### src/rtl/dtmr_pkg.sv
package dtmr_pkg;

   typedef enum logic [1:0] {
      MODE_OFF    = 2'd0,
      MODE_ONCE   = 2'd1,
      MODE_CYCLIC = 2'd2,
      MODE_RSVD   = 2'd3
   } run_mode_e;

   // Register placement (byte offsets)
   localparam int unsigned CNT_BASE    = 32'h10;
   localparam int unsigned PRD_BASE    = 32'h18;
   localparam int unsigned HALF_STRIDE = 4;
   localparam int unsigned CTL_OFFS    = 32'h20;
   localparam int unsigned GCTL_OFFS   = 32'h24;

   // Mode field positions inside the shared control word
   localparam int unsigned LO_FIELD_LSB = 6;
   localparam int unsigned HI_FIELD_LSB = 22;

   localparam logic [1:0] TMODE_DUAL = 2'b01;

   function automatic int unsigned field_lsb(input int unsigned half);
      return (half == 0) ? LO_FIELD_LSB : HI_FIELD_LSB;
   endfunction

endpackage

### src/rtl/dtmr_half.sv
module dtmr_half
   import dtmr_pkg::*;
#(
   parameter int unsigned CNT_W = 32
) (
   input  logic             clk,
   input  logic             rst_n,
   input  logic             release_i,
   input  logic             dual_i,
   input  logic [1:0]       mode_i,
   input  logic [CNT_W-1:0] period_i,
   input  logic             load_i,
   input  logic [CNT_W-1:0] load_val_i,
   output logic [CNT_W-1:0] count_o,
   output logic             irq_o,
   output logic             run_o,
   output logic             stop_o
);

   logic [CNT_W-1:0] cnt_q;
   logic             irq_q;
   logic             hit;

   assign run_o = release_i && dual_i &&
                  ((mode_i == MODE_ONCE) || (mode_i == MODE_CYCLIC));
   assign hit   = run_o && !load_i && (cnt_q == period_i);

   // Request to the owner of the mode field: one-shot expires this edge.
   assign stop_o = hit && (mode_i == MODE_ONCE);

   always_ff @(posedge clk or negedge rst_n) begin
      if (!rst_n) begin
         cnt_q <= '0;
         irq_q <= 1'b0;
      end else if (!release_i) begin
         cnt_q <= '0;
         irq_q <= 1'b0;
      end else if (load_i) begin
         cnt_q <= load_val_i;
         irq_q <= 1'b0;
      end else if (hit) begin
         cnt_q <= '0;
         irq_q <= 1'b1;
      end else begin
         irq_q <= 1'b0;
         if (run_o) cnt_q <= cnt_q + CNT_W'(1);
      end
   end

   assign count_o = cnt_q;
   assign irq_o   = irq_q;

endmodule

### src/rtl/dtmr_cmp.sv
module dtmr_cmp #(
   parameter int unsigned CNT_W = 32
) (
   input  logic             clk,
   input  logic             rst_n,
   input  logic             wr_i,
   input  logic [CNT_W-1:0] wdata_i,
   input  logic             run_i,
   input  logic [CNT_W-1:0] count_i,
   output logic [CNT_W-1:0] value_o,
   output logic             evt_o
);

   logic [CNT_W-1:0] cmp_q;
   logic             evt_q;

   always_ff @(posedge clk or negedge rst_n) begin
      if (!rst_n) begin
         cmp_q <= '0;
         evt_q <= 1'b0;
      end else begin
         if (wr_i) cmp_q <= wdata_i;
         evt_q <= run_i && (count_i == cmp_q);
      end
   end

   assign value_o = cmp_q;
   assign evt_o   = evt_q;

endmodule

### src/rtl/dual_timer.sv
module dual_timer
   import dtmr_pkg::*;
#(
   parameter int unsigned DATA_W   = 32,
   parameter int unsigned ADDR_W   = 8,
   parameter bit          HAS_CMP  = 1'b1,
   parameter int unsigned CMP_OFFS = 32'h60
) (
   input  logic              clk,
   input  logic              rst_n,
   input  logic              bus_wr_en,
   input  logic              bus_rd_en,
   input  logic [ADDR_W-1:0] bus_addr,
   input  logic [DATA_W-1:0] bus_wdata,
   output logic [DATA_W-1:0] bus_rdata,
   output logic              irq_lo,
   output logic              irq_hi,
   output logic              cmp_evt
);

   localparam int unsigned HALVES = 2;
   localparam logic [ADDR_W-1:0] A_CTL  = ADDR_W'(CTL_OFFS);
   localparam logic [ADDR_W-1:0] A_GCTL = ADDR_W'(GCTL_OFFS);
   localparam logic [ADDR_W-1:0] A_CMP  = ADDR_W'(CMP_OFFS);

   // Elaboration-time parameter checks
   if (DATA_W < HI_FIELD_LSB + 2) begin : g_bad_width
      $error("dual_timer: DATA_W cannot hold the high mode field");
   end
   if (ADDR_W < 7) begin : g_bad_addr
      $error("dual_timer: ADDR_W too small for the register offsets");
   end

   logic [HALVES-1:0][1:0]        mode_w;
   logic [HALVES-1:0][DATA_W-1:0] prd_w;
   logic [HALVES-1:0][DATA_W-1:0] cnt_w;
   logic [HALVES-1:0]             load_w;
   logic [HALVES-1:0]             stop_w;
   logic [HALVES-1:0]             run_w;
   logic [HALVES-1:0]             irq_w;
   logic [HALVES-1:0]             release_q;
   logic [1:0]                    tmode_q;
   logic                          dual_w;
   logic                          ctl_wr_w;
   logic                          gctl_wr_w;
   logic                          cmp_wr_w;
   logic [DATA_W-1:0]             cmp_val_w;
   logic                          cmp_evt_w;
   logic [DATA_W-1:0]             rd_mux;
   logic [DATA_W-1:0]             rdata_q;

   assign ctl_wr_w  = bus_wr_en && (bus_addr == A_CTL);
   assign gctl_wr_w = bus_wr_en && (bus_addr == A_GCTL);
   assign cmp_wr_w  = bus_wr_en && (bus_addr == A_CMP);
   assign dual_w    = (tmode_q == TMODE_DUAL);

   always_ff @(posedge clk or negedge rst_n) begin
      if (!rst_n) begin
         release_q <= '0;
         tmode_q   <= '0;
      end else if (gctl_wr_w) begin
         release_q <= bus_wdata[HALVES-1:0];
         tmode_q   <= bus_wdata[3:2];
      end
   end

   for (genvar h = 0; h < HALVES; h++) begin : g_half
      localparam logic [ADDR_W-1:0] A_CNT = ADDR_W'(CNT_BASE + HALF_STRIDE * h);
      localparam logic [ADDR_W-1:0] A_PRD = ADDR_W'(PRD_BASE + HALF_STRIDE * h);
      localparam int unsigned       LSB   = field_lsb(h);

      logic [1:0]        mode_r;
      logic [DATA_W-1:0] prd_r;
      logic              prd_wr;

      assign prd_wr    = bus_wr_en && (bus_addr == A_PRD);
      assign load_w[h] = bus_wr_en && (bus_addr == A_CNT);

      // A bus write to the control word wins over a self-clear in the same cycle.
      always_ff @(posedge clk or negedge rst_n) begin
         if (!rst_n) begin
            mode_r <= MODE_OFF;
            prd_r  <= '1;
         end else begin
            if (ctl_wr_w)       mode_r <= bus_wdata[LSB +: 2];
            else if (stop_w[h]) mode_r <= MODE_OFF;
            if (prd_wr)         prd_r  <= bus_wdata;
         end
      end

      assign mode_w[h] = mode_r;
      assign prd_w[h]  = prd_r;

      dtmr_half #(.CNT_W(DATA_W)) u_half (
         .clk        (clk),
         .rst_n      (rst_n),
         .release_i  (release_q[h]),
         .dual_i     (dual_w),
         .mode_i     (mode_r),
         .period_i   (prd_r),
         .load_i     (load_w[h]),
         .load_val_i (bus_wdata),
         .count_o    (cnt_w[h]),
         .irq_o      (irq_w[h]),
         .run_o      (run_w[h]),
         .stop_o     (stop_w[h])
      );
   end

   if (HAS_CMP) begin : g_cmp
      dtmr_cmp #(.CNT_W(DATA_W)) u_cmp (
         .clk     (clk),
         .rst_n   (rst_n),
         .wr_i    (cmp_wr_w),
         .wdata_i (bus_wdata),
         .run_i   (run_w[0]),
         .count_i (cnt_w[0]),
         .value_o (cmp_val_w),
         .evt_o   (cmp_evt_w)
      );
   end else begin : g_no_cmp
      assign cmp_val_w = '0;
      assign cmp_evt_w = 1'b0;
   end

   always_comb begin
      rd_mux = '0;
      for (int h = 0; h < HALVES; h++) begin
         if (bus_addr == ADDR_W'(CNT_BASE + HALF_STRIDE * h)) rd_mux = cnt_w[h];
         if (bus_addr == ADDR_W'(PRD_BASE + HALF_STRIDE * h)) rd_mux = prd_w[h];
      end
      if (bus_addr == A_CTL) begin
         for (int h = 0; h < HALVES; h++) rd_mux[field_lsb(h) +: 2] = mode_w[h];
      end
      if (bus_addr == A_GCTL) rd_mux[3:0] = {tmode_q, release_q};
      if (HAS_CMP && (bus_addr == A_CMP)) rd_mux = cmp_val_w;
   end

   always_ff @(posedge clk or negedge rst_n) begin
      if (!rst_n)         rdata_q <= '0;
      else if (bus_rd_en) rdata_q <= rd_mux;
   end

   assign bus_rdata = rdata_q;
   assign irq_lo    = irq_w[0];
   assign irq_hi    = irq_w[1];
   assign cmp_evt   = cmp_evt_w;

endmodule

### config.mk
export PLATFORM = sky130hd
export DESIGN_NAME = dual_timer
export DESIGN_NICKNAME = d
export VERILOG_FILES = /design/src/rtl/dtmr_pkg.sv /design/src/rtl/dtmr_half.sv /design/src/rtl/dtmr_cmp.sv /design/src/rtl/dual_timer.sv
export SDC_FILE = /design/constraint.sdc
export NUM_CORES = 1
export LEC_CHECK = 0
export ABC_CLOCK_PERIOD_IN_PS = 5500
export BUFFER_PORTS_ARGS = -buffer_cell sky130_fd_sc_hd__clkbuf_2
export CAP_MARGIN = 15
export CORE_MARGIN = 5
export CORE_UTILIZATION = 37
export CTS_BUF_LIST = sky130_fd_sc_hd__clkbuf_2
export CTS_CLUSTER_SIZE = 16
export DETAILED_ROUTE_END_ITERATION = 10
export GPL_ROUTABILITY_DRIVEN = 0
export SYNTH_ARGS = -nofsm -noshare
export SYNTH_HDL_FRONTEND = slang
export SYNTH_SLANG_ARGS = --single-unit
export TNS_END_PERCENT = 20
### constraint.sdc
create_clock -name clk -period 5.5 [get_ports clk]
set_input_delay 0.825 -clock clk [delete_from_list [all_inputs] [get_ports clk]]
set_output_delay 0.825 -clock clk [all_outputs]
set_load 0.02 [all_outputs]
==> report_table.html <==
<table>
<tr><th>Metric</th><th>Value</th></tr>
<tr><th colspan="2">Outcome</th></tr>
<tr><td>Status</td><td>complete, no violations</td></tr>
<tr><th colspan="2">Global route</th></tr>
<tr><td>Met1 usage in global routing</td><td>30.0%</td></tr>
<tr><td>Number of global-route vias before repair</td><td>just over 10000</td></tr>
<tr><td>First-pass GRT wire length</td><td>61900 um</td></tr>
<tr><td>Global-route layer with the greatest usage</td><td>met2</td></tr>
<tr><td>Initial antenna violation count</td><td>1</td></tr>
<tr><td>Leftover overflow at the end of global routing</td><td>0</td></tr>
<tr><td>Global-route met3 utilization</td><td>3.94%</td></tr>
<tr><td>Met2 demand-to-capacity share in global routing</td><td>between 30% and 40%</td></tr>
<tr><td>Gr usage total</td><td>about 22%</td></tr>
<tr><td>Maximum number of pins on one net before global-route repair</td><td>132</td></tr>
<tr><th colspan="2">Timing</th></tr>
<tr><td>Largest clock skew in the final design</td><td>67.9 ps</td></tr>
<tr><td>Number of endpoints with negative hold slack in the final report</td><td>0</td></tr>
<tr><td>Worst-Margin Slew</td><td>1090 ps</td></tr>
<tr><td>Final number of setup-violating endpoints</td><td>0</td></tr>
<tr><td>Achievable Freq</td><td>roughly 290 MHz</td></tr>
<tr><td>Setup TNS</td><td>0 ps</td></tr>
<tr><td>Slew Limit Headroom</td><td>between 20 and 30%</td></tr>
<tr><td>Min Hold Slack</td><td>slightly above 300 ps</td></tr>
<tr><td>Fin. max-slew vios</td><td>0</td></tr>
<tr><td>Setup repair after global routing missed its margin</td><td>false</td></tr>
<tr><td>Shortest clock period the worst path allows after layout</td><td>approximately 3400 ps</td></tr>
<tr><td>Final cycle utilization of the critical path</td><td>62.0%</td></tr>
<tr><th colspan="2">Logic synthesis</th></tr>
<tr><td>Synthesized Nets</td><td>1282</td></tr>
<tr><td>Number of synthesized register bits</td><td>203</td></tr>
<tr><td>Top flip-flop cell by instance count after synthesis</td><td>dfrtp_1</td></tr>
<tr><td>Cell Area, Synth</td><td>~12000 um^2</td></tr>
<tr><td>Post-synth top area share</td><td>just under 30%</td></tr>
<tr><td>Post-synthesis cell type count</td><td>approximately 80</td></tr>
<tr><td>Number of warnings issued by yosys</td><td>0</td></tr>
<tr><td>EDFF count, synth</td><td>0</td></tr>
<tr><td>Synthesized instance count</td><td>roughly 1200</td></tr>
<tr><td>Ranking of synthesized cells by area</td><td>dfrtp_1 (29%), dfstp_2 (14%), mux2_2 (8.2%)</td></tr>
<tr><td>Syn avg cell area</td><td>between 9 and 10 um^2</td></tr>
<tr><td>Sequential-to-total area share from yosys stat</td><td>42.8%</td></tr>
<tr><td>Asr flop ratio synth</td><td>100%</td></tr>
<tr><td>Dominant cell type by area after synthesis</td><td>dfrtp_1</td></tr>
<tr><th colspan="2">Job</th></tr>
<tr><td>Count of max-cap constraint violations</td><td>0</td></tr>
<tr><th colspan="2">Die</th></tr>
<tr><td>Top-level I/O count</td><td>79</td></tr>
<tr><td>Die width</td><td>between 150 and 200 um</td></tr>
<tr><td>Initial core utilization</td><td>roughly 37%</td></tr>
<tr><td>Vertical die dimension</td><td>around 190 um</td></tr>
<tr><td>Core ar.</td><td>between 30000 and 40000 um^2</td></tr>
<tr><td>Total die area</td><td>36300 um^2</td></tr>
<tr><td>Row count</td><td>66</td></tr>
<tr><th colspan="2">Clocking</th></tr>
<tr><td>Clock sink total</td><td>~200</td></tr>
<tr><td>H-tree levels</td><td>2</td></tr>
<tr><td>Buffer type at the clock tree root</td><td>clkbuf_2</td></tr>
<tr><td>Inserted Clock Buffers</td><td>56</td></tr>
<tr><td>Number of buffers on the longest clock path</td><td>3</td></tr>
<tr><td>Clk Latency, worst-skew pair</td><td>between 800 and 900 ps</td></tr>
<tr><td>Clk pin slew, worst setup/hold paths</td><td>90 ps</td></tr>
<tr><td>TritonCTS clock tree</td><td>built</td></tr>
<tr><th colspan="2">Worst setup path</th></tr>
<tr><td>Arrival @ worst endpoint</td><td>4180 ps</td></tr>
<tr><td>Critical path peak fanout</td><td>25</td></tr>
<tr><td>Required time reported for the critical path endpoint</td><td>around 6300 ps</td></tr>
<tr><td>Setup crit end kind</td><td>flop</td></tr>
<tr><td>Startpoint Class</td><td>flop</td></tr>
<tr><td>Kind of critical path</td><td>reg2reg</td></tr>
<tr><th colspan="2">Pwr</th></tr>
<tr><td>Power density cells</td><td>approximately 240 nW/um^2</td></tr>
<tr><td>Standby leakage power</td><td>between 0.005 and 0.006 uW</td></tr>
<tr><td>Power share of the combinational group</td><td>11.4%</td></tr>
<tr><td>Cell internal pwr</td><td>between 2000 and 2500 uW</td></tr>
<tr><td>Sequential share of power</td><td>~50%</td></tr>
<tr><td>Proportion of power drawn by the clock network</td><td>a little under two fifths</td></tr>
<tr><td>Net switching component of the power</td><td>966 uW</td></tr>
<tr><td>Sw frac</td><td>30.3%</td></tr>
<tr><td>Worst IR drop on VDD</td><td>roughly 0.12 mV</td></tr>
<tr><td>Total power consumption of the routed design</td><td>3190 uW</td></tr>
<tr><th colspan="2">Route</th></tr>
<tr><td>Vias per std cell</td><td>5.85</td></tr>
<tr><td>Via count</td><td>around 10000</td></tr>
<tr><td>Initial DRC Count</td><td>between 1000 and 1500</td></tr>
<tr><td>Number of nets still failing antenna checks after routing</td><td>0</td></tr>
<tr><td>Final wirelength</td><td>between 40000 and 50000 um</td></tr>
<tr><td>Residual DRC</td><td>0</td></tr>
<tr><td>Detailed-route wire length per cell</td><td>between 20 and 25 um</td></tr>
<tr><td>Detailed-routing iteration count for the pre-antenna-repair pass</td><td>5</td></tr>
<tr><th colspan="2">Placed design</th></tr>
<tr><td>Detailed placement HPWL</td><td>roughly 30000 um</td></tr>
<tr><td>Number of port buffers</td><td>78</td></tr>
<tr><th colspan="2">Layout</th></tr>
<tr><td>Most common library cell in the layout ignoring fill and taps</td><td>clkbuf_2</td></tr>
<tr><td>Final net count</td><td>~1300</td></tr>
<tr><td>Layout Area Growth over Synthesis</td><td>8.85%</td></tr>
<tr><td>Fraction of layout instances using a drive strength above 1</td><td>between 20% and 30%</td></tr>
<tr><td>Most frequent cells in the layout</td><td>clkbuf_2 (168), dfrtp_1 (139), nand2_1 (96)</td></tr>
<tr><th colspan="2">Min path</th></tr>
<tr><td>Class of the most critical hold timing path</td><td>in2reg</td></tr>
</table>
## timing repair
item / 4_1_cts / 5_1_grt
hold buffers: 1 / 0
endpoints found under the setup margin: 0 / 0
buffers inserted: 0 / 0
gates resized for setup: 0 / 0
endpoints found under the hold margin: 26 / 0
## critical path: stages, from the launching register on
cell     delay, ps
dfrtp_1        810
inv_1          360
nor4_4         650
nand2_1        230
a21oi_2        830
o21ai_0        230
a21oi_1        180
## power groups by stage
| stage | clock, uW | sequential [uW] | combinational, uW |
|---|---|---|---|
| 2_1_floorplan | 0 | 1640 | 186 |
| 3_3_place_gp | 0 | 1640 | 356 |
| 3_5_place_dp | 0 | 1640 | 361 |
| 4_1_cts | 1240 | 1620 | 363 |
| 5_1_grt | 1320 | 1620 | 389 |
| 6_report | 1210 | 1620 | 363 |
## area by class of cell
class / instances / area (um^2)
flip-flops and latches: 203 / 5160
multi-input cells: 901 / 6230
clock buffers: 91 / 455
clock inverters: 15 / 116
repair buffers: 90 / 508
diodes: 1 / 2.50
well taps: 442 / 553
inverters: 25 / 93.8
fillers: 3323 / 19200
## cell usage after synthesis (all sizes together), types with 9 or more instances
library cell	count
buf	56
and2	10
inv	25
xor2	12
mux2	88
o21ai	74
clkbuf	49
nand4	46
o211ai	9
a22oi	38
a2111oi	12
dfstp	64
nand2b	11
dfrtp	139
a221oi	15
and3	12
nand2	98
a21o	10
a31oi	13
mux2i	19
nor2	75
xnor2	95
nor3	25
a21oi	72
nor4	18
nand3	50
## kinds of logic after synthesis
group | count (synthesis) | share of synthesized area, %
and+or+nand+nor | 386 | 17.1
AOI/OAI and AO/OA | 295 | 16.0
DFF | 203 | 42.8
buffers and inverters | 130 | 5.49
muxes | 109 | 10.2
xor gates and xnor gates | 107 | 8.02
adders and majority gates | 4 | 0.415
## layer usage
metal	up-vias	share of wire [%]
met5	-	0
met3	99	7.3
met2	479	47
met1	5105	42
li1	4662	-
met4	0	3.7
## state kept, by name (all words and copies together) (netlist names)
register / flops
release_q: 2
g_half.u_half.count_o: 64
g_cmp.u_cmp.value_o: 32
tmode_q: 2
bus_rdata: 32
g_half.u_half.irq_o: 2
g_half.prd_r: 64
g_cmp.u_cmp.evt_o: 1
g_half.mode_r: 4
## final timing paths
path / endpoint / startpoint / slack (ps) / depth (start not counted)
worst min-delay path: g_half[1].u_half.count_o[31] / bus_wdata[31] / 310 / 3
min in group asynchronous: bus_rdata[8] / rst_n / 510 / 2
max in group asynchronous: bus_rdata[14] / rst_n / 3810 / 3
worst min register to register: bus_rdata[3] / bus_rdata[3] / 490 / 2
worst max register to register: g_half[1].u_half.count_o[26] / release_q[1] / 2090 / 6
worst max-delay path: g_half[1].u_half.count_o[26] / release_q[1] / 2090 / 6
## through the flow
step | util, % | area, um^2 | worst slack [ps] | instances
final | 40.5 | 13100 | 2090 | 1768
after global routing | 40.5 | 13100 | 1850 | 1768
after CTS | 40.5 | 13100 | 2120 | 1767
after detailed placement | 38.7 | 12500 | 1800 | 1660
after global placement | 38.7 | 12500 | 1760 | 1659
after floorplan | - | 12100 | 2980 | 1234
Power figures use the tool's default switching activity.
